**config.mk**
```make
export PLATFORM = sky130hd
export DESIGN_NAME = rx_polarity_fix
export DESIGN_NICKNAME = d
export VERILOG_FILES = /design/src/rtl/rxpol_pkg.sv /design/src/rtl/rxpol_pulse_flag.sv /design/src/rtl/rxpol_frame_run.sv /design/src/rtl/rxpol_decision.sv /design/src/rtl/rxpol_datapath.sv /design/src/rtl/rx_polarity_fix.sv
export SDC_FILE = /design/constraint.sdc
export NUM_CORES = 1
export LEC_CHECK = 0
export CAP_MARGIN = 20
export CORE_UTILIZATION = 25
export CTS_BUF_LIST = sky130_fd_sc_hd__clkbuf_16
export DETAILED_ROUTE_END_ITERATION = 7
export DONT_BUFFER_PORTS = 1
export GPL_ROUTABILITY_DRIVEN = 0
export PLACE_DENSITY = 0.43
export SLEW_MARGIN = 15
export SYNTH_ARGS = -nofsm -noshare
export SYNTH_HDL_FRONTEND = slang
export SYNTH_SLANG_ARGS = --single-unit
```
**constraint.sdc**
```tcl
create_clock -name clk -period 5 [get_ports clk]
set_clock_uncertainty 0.15 [all_clocks]
set_input_delay 1 -clock clk [delete_from_list [all_inputs] [get_ports clk]]
set_output_delay 1 -clock clk [all_outputs]
set_load 0.05 [all_outputs]
```
**src/rtl/rxpol_pkg.sv**
```systemverilog
// Package: shared constants and types for the receive polarity block.
// Assumes: nothing beyond standard SystemVerilog.
package rxpol_pkg;
    // Default length of the run of negative frames needed for a declaration.
    localparam int unsigned RXPOL_NEG_FRAMES = 4;

    // Outputs of the decision stage that steer the data path.
    typedef struct packed {
        logic reversed;   // reversal declared (registered)
        logic invert;     // apply inversion to data this cycle
        logic drop;       // discard data sampled this cycle
    } rxpol_ctrl_t;
endpackage

```
**src/rtl/rxpol_pulse_flag.sv**
```systemverilog
// Module: sticky flag for reversed link pulses.
// Assumes: lp_seen is a one-cycle strobe, and lp_reversed is meaningful only with it.
// The flag is cleared when a reversal is declared.
module rxpol_pulse_flag (
    input  logic clk,
    input  logic rst_n,
    input  logic lp_seen,
    input  logic lp_reversed,
    input  logic clear,
    output logic hit
);
    logic flag_q;
    logic rev_pulse;

    // Reversed pulse occurring this cycle.
    assign rev_pulse = lp_seen & lp_reversed;
    // Evidence is present if it was stored earlier or arrives now.
    assign hit = flag_q | rev_pulse;

    // Hold the flag until cleared by a declaration or by reset.
    always_ff @(posedge clk) begin
        if (!rst_n)
            flag_q <= 1'b0;
        else if (clear)
            flag_q <= 1'b0;
        else if (rev_pulse)
            flag_q <= 1'b1;
    end
endmodule

```
**src/rtl/rxpol_frame_run.sv**
```systemverilog
// Module: counts consecutive frames ending with negative polarity.
// Assumes: eof_strobe is a one-cycle strobe, and eof_negative is qualified by it.
// The count saturates at NEG_FRAMES, and a positive frame resets it to zero.
module rxpol_frame_run #(
    parameter int unsigned NEG_FRAMES = 4
) (
    input  logic clk,
    input  logic rst_n,
    input  logic eof_strobe,
    input  logic eof_negative,
    output logic run_met
);
    localparam int unsigned CNT_W = $clog2(NEG_FRAMES + 1);
    localparam logic [CNT_W-1:0] CNT_MAX = CNT_W'(NEG_FRAMES);

    logic [CNT_W-1:0] cnt_q;
    logic [CNT_W-1:0] cnt_d;

    // Next count: saturating increment on a negative frame, zero on a positive one.
    always_comb begin
        cnt_d = cnt_q;
        if (eof_strobe) begin
            if (!eof_negative)
                cnt_d = '0;
            else if (cnt_q != CNT_MAX)
                cnt_d = cnt_q + 1'b1;
        end
    end

    // The run is complete once the next count reaches the limit.
    assign run_met = (cnt_d == CNT_MAX);

    // Register the count.
    always_ff @(posedge clk) begin
        if (!rst_n)
            cnt_q <= '0;
        else
            cnt_q <= cnt_d;
    end
endmodule

```
**src/rtl/rxpol_decision.sv**
```systemverilog
// Module: declares the reversal and manages the window of data to drop.
// Assumes: pulse_hit and run_met are combinational views of the current evidence.
// Once set, the declaration holds until reset. The drop window opens on a
// declaration made with correction enabled, and closes after the next end of frame.
module rxpol_decision
    import rxpol_pkg::*;
(
    input  logic        clk,
    input  logic        rst_n,
    input  logic        pulse_hit,
    input  logic        run_met,
    input  logic        eof_strobe,
    input  logic        corr_dis,
    output logic        declare_now,
    output rxpol_ctrl_t ctrl
);
    logic reversed_q;
    logic drop_q;
    logic open_window;

    // Both kinds of evidence are present, and no reversal is declared yet.
    assign declare_now = ~reversed_q & pulse_hit & run_met;
    assign open_window = declare_now & ~corr_dis;

    // Sticky declaration state.
    always_ff @(posedge clk) begin
        if (!rst_n)
            reversed_q <= 1'b0;
        else if (declare_now)
            reversed_q <= 1'b1;
    end

    // Drop window: opening has priority over closing on the same end of frame.
    always_ff @(posedge clk) begin
        if (!rst_n)
            drop_q <= 1'b0;
        else if (open_window)
            drop_q <= 1'b1;
        else if (eof_strobe)
            drop_q <= 1'b0;
    end

    // Control bundle for the data path.
    always_comb begin
        ctrl.reversed = reversed_q;
        ctrl.invert   = reversed_q & ~corr_dis;
        ctrl.drop     = drop_q | open_window;
    end
endmodule

```
**src/rtl/rxpol_datapath.sv**
```systemverilog
// Module: a single register stage that inverts the data as needed and qualifies it.
// Assumes: ctrl is valid in the same cycle as rx_bit.
module rxpol_datapath
    import rxpol_pkg::*;
(
    input  logic        clk,
    input  logic        rst_n,
    input  logic        rx_bit,
    input  logic        rx_bit_en,
    input  rxpol_ctrl_t ctrl,
    output logic        rx_out,
    output logic        rx_out_valid
);
    // Register the corrected bit together with its qualifier.
    always_ff @(posedge clk) begin
        if (!rst_n) begin
            rx_out       <= 1'b0;
            rx_out_valid <= 1'b0;
        end else begin
            rx_out       <= rx_bit ^ ctrl.invert;
            rx_out_valid <= rx_bit_en & ~ctrl.drop;
        end
    end
endmodule

```
**src/rtl/rx_polarity_fix.sv**
```systemverilog
// Module: top of the receive polarity detector and corrector.
// Assumes: strobes last one cycle and are synchronous to clk.
// pol_ok is driven from registered state.
module rx_polarity_fix #(
    parameter int unsigned NEG_FRAMES = rxpol_pkg::RXPOL_NEG_FRAMES
) (
    input  logic clk,
    input  logic rst_n,
    input  logic lp_seen,
    input  logic lp_reversed,
    input  logic eof_strobe,
    input  logic eof_negative,
    input  logic rx_bit,
    input  logic rx_bit_en,
    input  logic corr_dis,
    output logic pol_ok,
    output logic rx_out,
    output logic rx_out_valid
);
    import rxpol_pkg::*;

    logic        pulse_hit;
    logic        run_met;
    logic        declare_now;
    rxpol_ctrl_t ctrl;

    rxpol_pulse_flag u_flag (
        .clk        (clk),
        .rst_n      (rst_n),
        .lp_seen    (lp_seen),
        .lp_reversed(lp_reversed),
        .clear      (declare_now),
        .hit        (pulse_hit)
    );

    rxpol_frame_run #(.NEG_FRAMES(NEG_FRAMES)) u_run (
        .clk         (clk),
        .rst_n       (rst_n),
        .eof_strobe  (eof_strobe),
        .eof_negative(eof_negative),
        .run_met     (run_met)
    );

    rxpol_decision u_dec (
        .clk        (clk),
        .rst_n      (rst_n),
        .pulse_hit  (pulse_hit),
        .run_met    (run_met),
        .eof_strobe (eof_strobe),
        .corr_dis   (corr_dis),
        .declare_now(declare_now),
        .ctrl       (ctrl)
    );

    rxpol_datapath u_dp (
        .clk         (clk),
        .rst_n       (rst_n),
        .rx_bit      (rx_bit),
        .rx_bit_en   (rx_bit_en),
        .ctrl        (ctrl),
        .rx_out      (rx_out),
        .rx_out_valid(rx_out_valid)
    );

    // Status is the inverse of the declaration.
    assign pol_ok = ~ctrl.reversed;
endmodule

```
==> Word-level counts from Yosys, hierarchy flattened <==
Cells that the tools add are included.
{ "totals": {"output_inout_bits": 3, "regBits": 8, "in_bits": 9, "elab_cells": 29} }
{ "classes": {"muxes": 5, "bitwise_logic": 13, "addsub": 1, "n_reduce_logical": 2, "n_eq_ne": 2} }
{ "ops": {"columns": ["op", "count"], "rows": [
  ["3-bit two-way mux", 3],
  ["1-bit AND", 6],
  ["1-bit inverter", 4],
  ["3-bit by 1-bit adder with 3-bit output (second input constant)", 1],
  ["3-bit == test (second input constant)", 1],
  ["3-bit inequality test (second input constant)", 1],
  ["1-bit two-way mux", 2],
  ["1-bit bitwise OR", 2],
  ["2-bit nonzero test", 1],
  ["2-bit OR reduction", 1],
  ["1-bit XOR", 1]
]} }

==> Logic depth before layout (Yosys ltp) <==
Gate-level depths: netlist of the first run.
{ "depth": {"ltp_word": 10, "depth_mapped": 6, "ltp_nobuf": 6} }

==> Modules after synthesis <==
Synthesis of the first run repeated with hierarchy kept, for this count alone.
{ "unflattened": {"cells_unflattened": 45, "area_unflattened_um2": 410.4} }
{ "by_module_without_submodules": {"columns": ["module", "seq_area_each_um2", "instances", "area_each_um2", "cells_per_inst"], "rows": [
  ["rxpol_frame_run", 60.1, 1, 202.7, 23],
  ["rxpol_decision", 40.0, 1, 105.1, 12],
  ["rxpol_datapath", 40.0, 1, 62.6, 6],
  ["rxpol_pulse_flag", 20.0, 1, 36.3, 3],
  ["rx_polarity_fix", 0.0, 1, 3.8, 1]
]} }

==> Worst setup path before layout of the first run <==
No wires, ideal clock.
{ "synth_timing": {"path_type": "input -> register", "startpoint": "in eof_strobe", "endpoint": "reg u_dp.rx_out_valid", "n_path_buf": 1, "setup_ps": 118, "cell_stages": 5, "required_time_ps": 4732, "arrival_time_ps": 1939, "slack_ps": 2793, "cell_sequence": "buf_6 nand3_2 o21ai_2 or4_4 o2111a_1"} }
{ "synth_between": {"elab_chain_cells": 7} }
{ "synth_rtl": {"columns": ["item", "line", "text"], "rows": [
  ["start: declaration", "rx_polarity_fix.sv:11", "input logic eof_strobe,"],
  ["3-bit two-way mux", "rxpol_frame_run.sv:22", "if (eof_strobe) begin"],
  ["3-bit == test", "rxpol_frame_run.sv:31", "assign run_met = (cnt_d == CNT_MAX);"],
  ["1-bit AND", "rxpol_decision.sv:22", "assign declare_now = ~reversed_q & pulse_hit & run_met;"],
  ["1-bit AND", "rxpol_decision.sv:23", "assign open_window = declare_now & ~corr_dis;"],
  ["1-bit bitwise OR", "rxpol_decision.sv:47", "ctrl.drop = drop_q | open_window;"],
  ["1-bit inverter", "rxpol_datapath.sv:21", "rx_out_valid <= rx_bit_en & ~ctrl.drop;"],
  ["1-bit AND", "rxpol_datapath.sv:21", null],
  ["end signal: assignment", "rxpol_datapath.sv:21", null],
  ["end: declaration", "rxpol_datapath.sv:12", "output logic rx_out_valid"]
]} }
No other way between the ends.
A chain may end at the register's enable or synchronous reset.

==> Worst setup path after layout of the first run <==
{ "layout_timing": {"startpoint": "reg u_dec.reversed_q", "endpoint": "out pol_ok"} }
{ "layout_between": {"elab_chain_cells": 1} }
{ "layout_rtl": {"columns": ["item", "line", "text"], "rows": [
  ["start: declaration", "rxpol_decision.sv:17", "logic reversed_q;"],
  ["start signal: assignment", "rxpol_decision.sv:28", "reversed_q <= 1'b0;"],
  ["start signal: assignment", "rxpol_decision.sv:30", "reversed_q <= 1'b1;"],
  ["1-bit inverter", "rx_polarity_fix.sv:66", "assign pol_ok = ~ctrl.reversed;"],
  ["end: declaration", "rx_polarity_fix.sv:16", "output logic pol_ok,"]
]} }
No other way between the ends.

==> out/metrics.yaml, run 1 <==
power_and_ir_drop:
  leakage_uw: 0.000176
  p_int_uw: 173
  netSwitchingFraction: 0.178
  pwr_density_cell_nw_per_um2: 412
  power.sequential.fraction: 0.334
  switchingPower_uw: 37.5
  power.clock.fraction: 0.626
  pwr-share-comb: 0.039
  power.ir.vdd_worst_v: 0.000108
routing:
  drt_first_pass_iters: 2
  first_iter_violations: 2
  vias: 339
  route.antenna.remaining_nets: 0
  vias_per_cell: 5.22
  post-route-drc-count: 0
  wl_per_cell_um: 11.9
  drt_wl_total_um: 776
cts:
  worst_skew_pair.late_latency_ns: 0.23
  post_cts_resized: 0
  post-cts-setup-buffers: 0
  tritoncts_clock_tree: "yes"
  cts_root_buf: "sky130_fd_sc_hd__clkbuf_16"
  numCtsBuffers: 3
  ctsLongestPathBuffers: 2
  clock_tree.htree_level_count: 1
  cts_hold_repair.buffers: 0
  clkSlewWorstSetupHoldPaths_ns: 0.04
  clock_sinks: 8
finish:
  syn2layout_area_growth_pct: 19.6
  final_net_count: 62
  antennaDiodeCount: 0
  final_core_utilization: 0.331
  register_area_sq_um: 160
  most_frequent_standard_cell_in_the_layout_excluding_fill_and_tap_cells: "sky130_fd_sc_hd__dfxtp_1"
  drive_above_1_share: 0.184
  area_occupied_by_multi_input_gates_sq_um: 236
  filler_cell_count: 166
  layout_common_cells: "sky130_fd_sc_hd__dfxtp_1, sky130_fd_sc_hd__a21oi_1, sky130_fd_sc_hd__inv_1, sky130_fd_sc_hd__a211oi_1, sky130_fd_sc_hd__clkbuf_16"
synthesis:
  postSynthNetCount: 58
  synthDistinctLibCells: 26
  synth-seq-area-share: 0.375
  postSynthRegisterBits: 8
  synthesized_area_per_cell_sq_um: 9.08
  syn_area_sq_um: 427
  number_of_instances_in_the_synthesized_netlist: 47
  ys.warnings.count: 0
die:
  initial_core_util: 0.277
  chipWidth_um: 43.3
  core_region_area_sq_um: 1540
  die_outline_area_sq_um: 1880
  top_level_ports: 12
  row_count: 14
  die-height_um: 43.3
sta:
  min_period_over_period: 0.412
  hold_viol: 0
  slew_violations: 0
  timing.fmax_mhz: 486
  worst_pin_slew_ns: 0.467
  timing.max_slew.rel_slack: 0.688
  grt_setup_unrepaired: "false"
  finalSetupViolations: 0
  fin_hold_ws_ns: 0.363
  totalNegativeSetupSlack_ns: 0
  post-route-min-period_ns: 2.06
critical_path:
  required_ns: 3.85
  crit_family: "buffers and inverters"
  crit_slowest_cell: "sky130_fd_sc_hd__inv_1"
  worst_path_fanout_max: 4
  timing.critical_path.to_type: "output pin"
  critical_path_buf_inv_count: 1
  critPathKind: "reg -> out"
  path_cells: "inv_1"
  nature_of_the_critical_path_startpoint: "register"
  critPathMaxStageDelay_ns: 0.35
  worst_ep_arrival_time_ns: 0.91
global_routing:
  grt_start_max_net_pins: 10
  groute.usage.overall: 0.105
  first_global_vias: 312
  grt_pass1_wl_mm: 1.35
  grt_antenna_before_repair: 0
  overflow: 0
worst_hold_path:
  worst_hold_path_type: "reg -> reg"
flow_run:
  drv.max_cap_violation_count: 0
place:
  placement.io_buffers: 0
  dp.final_hpwl_um: 590
outcome:
  outcome: "finished, final reports clean"
[worst register-to-register path, stage by stage, from the launching register on]
cell and delay [ns]:
sky130_fd_sc_hd__dfxtp_1 0.37, sky130_fd_sc_hd__inv_1 0.10, sky130_fd_sc_hd__ha_1 0.31, sky130_fd_sc_hd__nand3_2 0.08, sky130_fd_sc_hd__o21ai_2 0.07, sky130_fd_sc_hd__or4_4 0.48, sky130_fd_sc_hd__o2111a_1 0.24
[worst paths after layout]
check | cells past startpoint | start | slack (ns) | endpoint
hold / removal | 2 | u_dec.drop_q | 0.36 | u_dp.rx_out_valid
hold reg to reg | 2 | u_dec.drop_q | 0.36 | u_dp.rx_out_valid
setup reg to reg | 6 | u_run.cnt_q[0] | 3.10 | u_dp.rx_out_valid
setup / recovery | 1 | u_dec.reversed_q | 2.94 | pol_ok
[cells in the mapped netlist]
cell type                   instances  area share
sky130_fd_sc_hd__dfxtp_1            8        0.38
sky130_fd_sc_hd__a21oi_1            6       0.070
sky130_fd_sc_hd__inv_1              5       0.044
sky130_fd_sc_hd__a211oi_1           3       0.053
sky130_fd_sc_hd__ha_1               2       0.059
sky130_fd_sc_hd__nand2_1            2       0.018
sky130_fd_sc_hd__o21ai_0            2       0.023
sky130_fd_sc_hd__a41oi_1            1       0.021
sky130_fd_sc_hd__and2_1             1       0.015
sky130_fd_sc_hd__and2_2             1       0.018
sky130_fd_sc_hd__buf_6              1       0.026
sky130_fd_sc_hd__nand3_1            1       0.012
sky130_fd_sc_hd__nand3_2            1       0.023
sky130_fd_sc_hd__nor2_1             1      0.0088
sky130_fd_sc_hd__nor2b_1            1       0.015
sky130_fd_sc_hd__nor3_1             1       0.012
sky130_fd_sc_hd__nor3b_1            1       0.018
sky130_fd_sc_hd__nor3b_2            1       0.029
sky130_fd_sc_hd__o2111a_1           1       0.026
sky130_fd_sc_hd__o2111ai_1          1       0.021
sky130_fd_sc_hd__o21a_1             1       0.018
sky130_fd_sc_hd__o21ai_2            1       0.021
sky130_fd_sc_hd__o31ai_1            1       0.018
sky130_fd_sc_hd__or3_1              1       0.015
sky130_fd_sc_hd__or3_2              1       0.018
sky130_fd_sc_hd__or4_4              1       0.026
[cell type report]
type,count,share of cell area
well taps,16,0.0392
inverters,5,0.0368
flip-flops and latches,8,0.314
multi-input cells,33,0.463
clock buffers,3,0.147
[metrics by stage]
step	instances	area [sq um]	setup WS, ns	total power (uW)
detailed placement	62	435	2.89	79.7
CTS	65	510	2.94	214
floorplan	47	427	2.79	79.9
finish	65	510	2.94	210
global route	65	510	2.91	221
global placement	62	435	2.90	79.8
[cell families after synthesis]
group,after synthesis,share of synthesized area
compound gates,17,0.270
fa+ha+maj,2,0.0586
buf+inv,6,0.0704
flops,8,0.375
simple gates,14,0.226
[flip-flops by register name, indices dropped and copies added, names as in the netlist]
register	cells
u_dp.rx_out_valid	1
u_flag.flag_q	1
u_dec.reversed_q	1
u_run.cnt_q	3
u_dp.rx_out	1
u_dec.drop_q	1
[power groups by stage]
stage	clock network, uW	registers [uW]	logic, uW
2_1_floorplan	0	71.1	8.81
3_3_place_gp	0	71.3	8.55
3_5_place_dp	0	71.3	8.36
4_1_cts	135	70.3	8.46
5_1_grt	140	70.6	9.98
6_report	132	70.3	8.29
[layer usage]
metal  wire [um]  track usage  vias up
li1            -            -      180
met1         362        0.123      153
met2         362        0.140        4
met3          31       0.0511        2
met4          19       0.0909        0
met5           0            0        -
Power figures use the tool's default switching activity.
==> inputs of run 2 (changes only) <==
--- a/config.mk
+++ b/config.mk
@@ -11,7 +11,7 @@
 export DETAILED_ROUTE_END_ITERATION = 7
 export DONT_BUFFER_PORTS = 1
 export GPL_ROUTABILITY_DRIVEN = 0
-export PLACE_DENSITY = 0.43
+export PLACE_DENSITY = 0.45
 export SLEW_MARGIN = 15
 export SYNTH_ARGS = -nofsm -noshare
 export SYNTH_HDL_FRONTEND = slang
==> constraint.sdc (replaced) <==
create_clock -name clk -period 1.75 [get_ports clk]
set_clock_uncertainty 0.15 [all_clocks]
set_input_delay 0.35 -clock clk [delete_from_list [all_inputs] [get_ports clk]]
set_output_delay 0.35 -clock clk [all_outputs]
set_load 0.05 [all_outputs]
==> run 2 against run 1 <==
  * Highest routed layer unchanged
  * First-iteration DRC count grew 100%
  * Via count grew 4.4%
  * Sequential cell count did not move
  * Count of clock-buffer cells in the layout stayed put
  * Critical path depth up 5
  * Utilization rose by 3.3 points
  * Worst setup slack got worse by 2.9 ns
  * Sequential power rose to 2.9 times the previous value
  * Final cell count grew 7.7%
  * Non-clock buffer count up 5
  * Routed wire length grew 11%
  * Combinational power grew to 4.1 times the previous value
  * Largest power group unchanged
==> out/metrics.yaml, run 2 (synthesized netlist as in run 1, its figures left out) <==
outcome:
  outcome: "finished, final reports clean"
finish:
  post_layout_nonfiller_instances: 70  # +7.7%
  antennaDiodeCount: 0  # unchanged
  most_frequent_standard_cell_in_the_layout_excluding_fill_and_tap_cells: "sky130_fd_sc_hd__dfxtp_1"
  final_net_count: 67  # +8.1%
  fin_area_sq_um: 562  # +10%
  registers.top_by_ff_count: "u_run.cnt_q"
  drive_above_1_share: 0.333  # +0.150
  filler_cell_count: 168  # +1.2%
  syn2layout_area_growth_pct: 31.7
  layout_common_cells: "sky130_fd_sc_hd__dfxtp_1, sky130_fd_sc_hd__a21oi_1, sky130_fd_sc_hd__buf_4"
  largest_register_ff_count: 3  # unchanged
worst_hold_path:
  worst_hold_path_type: "in -> reg"
place:
  placement.io_buffers: 0  # unchanged
  dp_cells: 66  # +6.5%
  dp.final_hpwl_um: 629  # +6.5%
  pre_cts_ws_ns: 0.00201  # -2.89 ns
  dp_area_sq_um: 479  # +10%
routing:
  vias: 354  # +4.4%
  post-route-drc-count: 0  # unchanged
  first_iter_violations: 4  # +2
  drt_first_pass_iters: 4  # +2
  route.antenna.remaining_nets: 0  # unchanged
  wl_per_cell_um: 12.4  # +3.5%
  drt_wl_total_um: 865  # +11%
  vias_per_cell: 5.06  # -3.0%
power_and_ir_drop:
  pwr_density_cell_nw_per_um2: 1100  # +170%
  power.ir.vdd_worst_v: 0.000564  # +420%
  leakage_uw: 0.000201  # +14%
cts:
  clkSlewWorstSetupHoldPaths_ns: 0.04  # about the same
  worst_skew_pair.late_latency_ns: 0.23  # about the same
  numCtsBuffers: 3  # unchanged
  cts_hold_repair.buffers: 0  # unchanged
  clock_tree.htree_level_count: 1  # unchanged
  clock_sinks: 8  # unchanged
  tritoncts_clock_tree: "yes"
  ctsLongestPathBuffers: 2  # unchanged
  cts_root_buf: "sky130_fd_sc_hd__clkbuf_16"
sta:
  worst_pin_slew_ns: 0.472  # +0.00504 ns
  slew_violations: 0  # unchanged
  timing.max_slew.rel_slack: 0.685  # -0.00336
  setup_ws_ns: 0.0165  # -2.93 ns
  min_period_over_period: 0.991
  grt_setup_unrepaired: "true"
  finalSetupViolations: 0  # unchanged
  fin_hold_ws_ns: 0.0712  # -0.292 ns
  post-route-min-period_ns: 1.73
  totalNegativeSetupSlack_ns: 0  # unchanged
  timing.fmax_mhz: 577
  hold_viol: 0  # unchanged
flow_run:
  drv.max_cap_violation_count: 0  # unchanged
global_routing:
  grt_antenna_before_repair: 0  # unchanged
  grt_start_max_net_pins: 10  # unchanged
  first_global_vias: 318  # +1.9%
  grt_pass1_wl_mm: 1.47  # +8.7%
  groute.usage.overall: 0.115  # +0.00958
  overflow: 0  # unchanged
die:
  die-height_um: 43.3  # unchanged
  core_region_area_sq_um: 1540  # unchanged
  die_outline_area_sq_um: 1880  # unchanged
  initial_core_util: 0.277  # unchanged
  top_level_ports: 12  # unchanged
  chipWidth_um: 43.3  # unchanged
  row_count: 14  # unchanged
critical_path:
  required_ns: 1.72  # -2.13 ns
  critPathKind: "reg -> reg"
  worst_ep_arrival_time_ns: 1.70  # +0.79 ns
  worst_path_fanout_max: 3  # -1
  timing.critical_path.to_type: "register"
  nature_of_the_critical_path_startpoint: "register"
## run 2: changes by cell type in the layout (fill, tap and decap cells not counted), sizes merged
| cell | change |
|---|---|
| buf | +5 |
## run 2: layout make-up
cell class | count | area [sq um] | area share
multi-input cells | 33 | 249 | 0.443
flip-flops and latches | 8 | 161 | 0.287
clock buffers | 3 | 75.1 | 0.134
repair buffers | 5 | 37.5 | 0.0668
well taps | 16 | 20.0 | 0.0356
inverters | 5 | 18.8 | 0.0334
## run 2: final timing paths
check | startpoint | to | slack (ns) | cells after the start
min | eof_strobe | u_run.cnt_q[2] | 0.07 | 1
max | u_run.cnt_q[0] | u_dp.rx_out_valid | 0.02 | 6
max reg2reg | u_run.cnt_q[0] | u_dp.rx_out_valid | 0.02 | 6
min reg2reg | u_dec.drop_q | u_dp.rx_out_valid | 0.37 | 2
## run 2: through the flow
stage | utilization | power, uW
CTS | 0.364 | 630
finish | 0.364 | 616
global route | 0.364 | 645
detailed placement | 0.311 | 237
floorplan | - | 232
global placement | 0.311 | 237
## run 2: layer usage
metal,global-route usage,share of wire,up-vias
met2,0.143,0.43,6
met3,0.0809,0.064,5
met5,0,0,-
met4,0.0727,0.034,0
met1,0.139,0.47,156
li1,-,-,187
## run 2: what timing repair did
item / 4_1_cts / 5_1_grt
endpoints found under the setup margin: 1 / 1
buffers inserted: 1 / 0
gates cloned: 0 / 0
gates resized for setup: 0 / 1
## run 2: critical path, cell delays in order (launching register included)
cell and delay, ns:
sky130_fd_sc_hd__dfxtp_2 0.34, sky130_fd_sc_hd__inv_2 0.05, sky130_fd_sc_hd__ha_4 0.23, sky130_fd_sc_hd__nand3_2 0.07
sky130_fd_sc_hd__o21ai_2 0.06, sky130_fd_sc_hd__or4_4 0.48, sky130_fd_sc_hd__o2111a_1 0.24
## run 2: power by group
part | internal (uW) | switching [uW]
Sequential | 190 | 11.5
Clock | 294 | 86.8
Combinational | 17.9 | 16.1
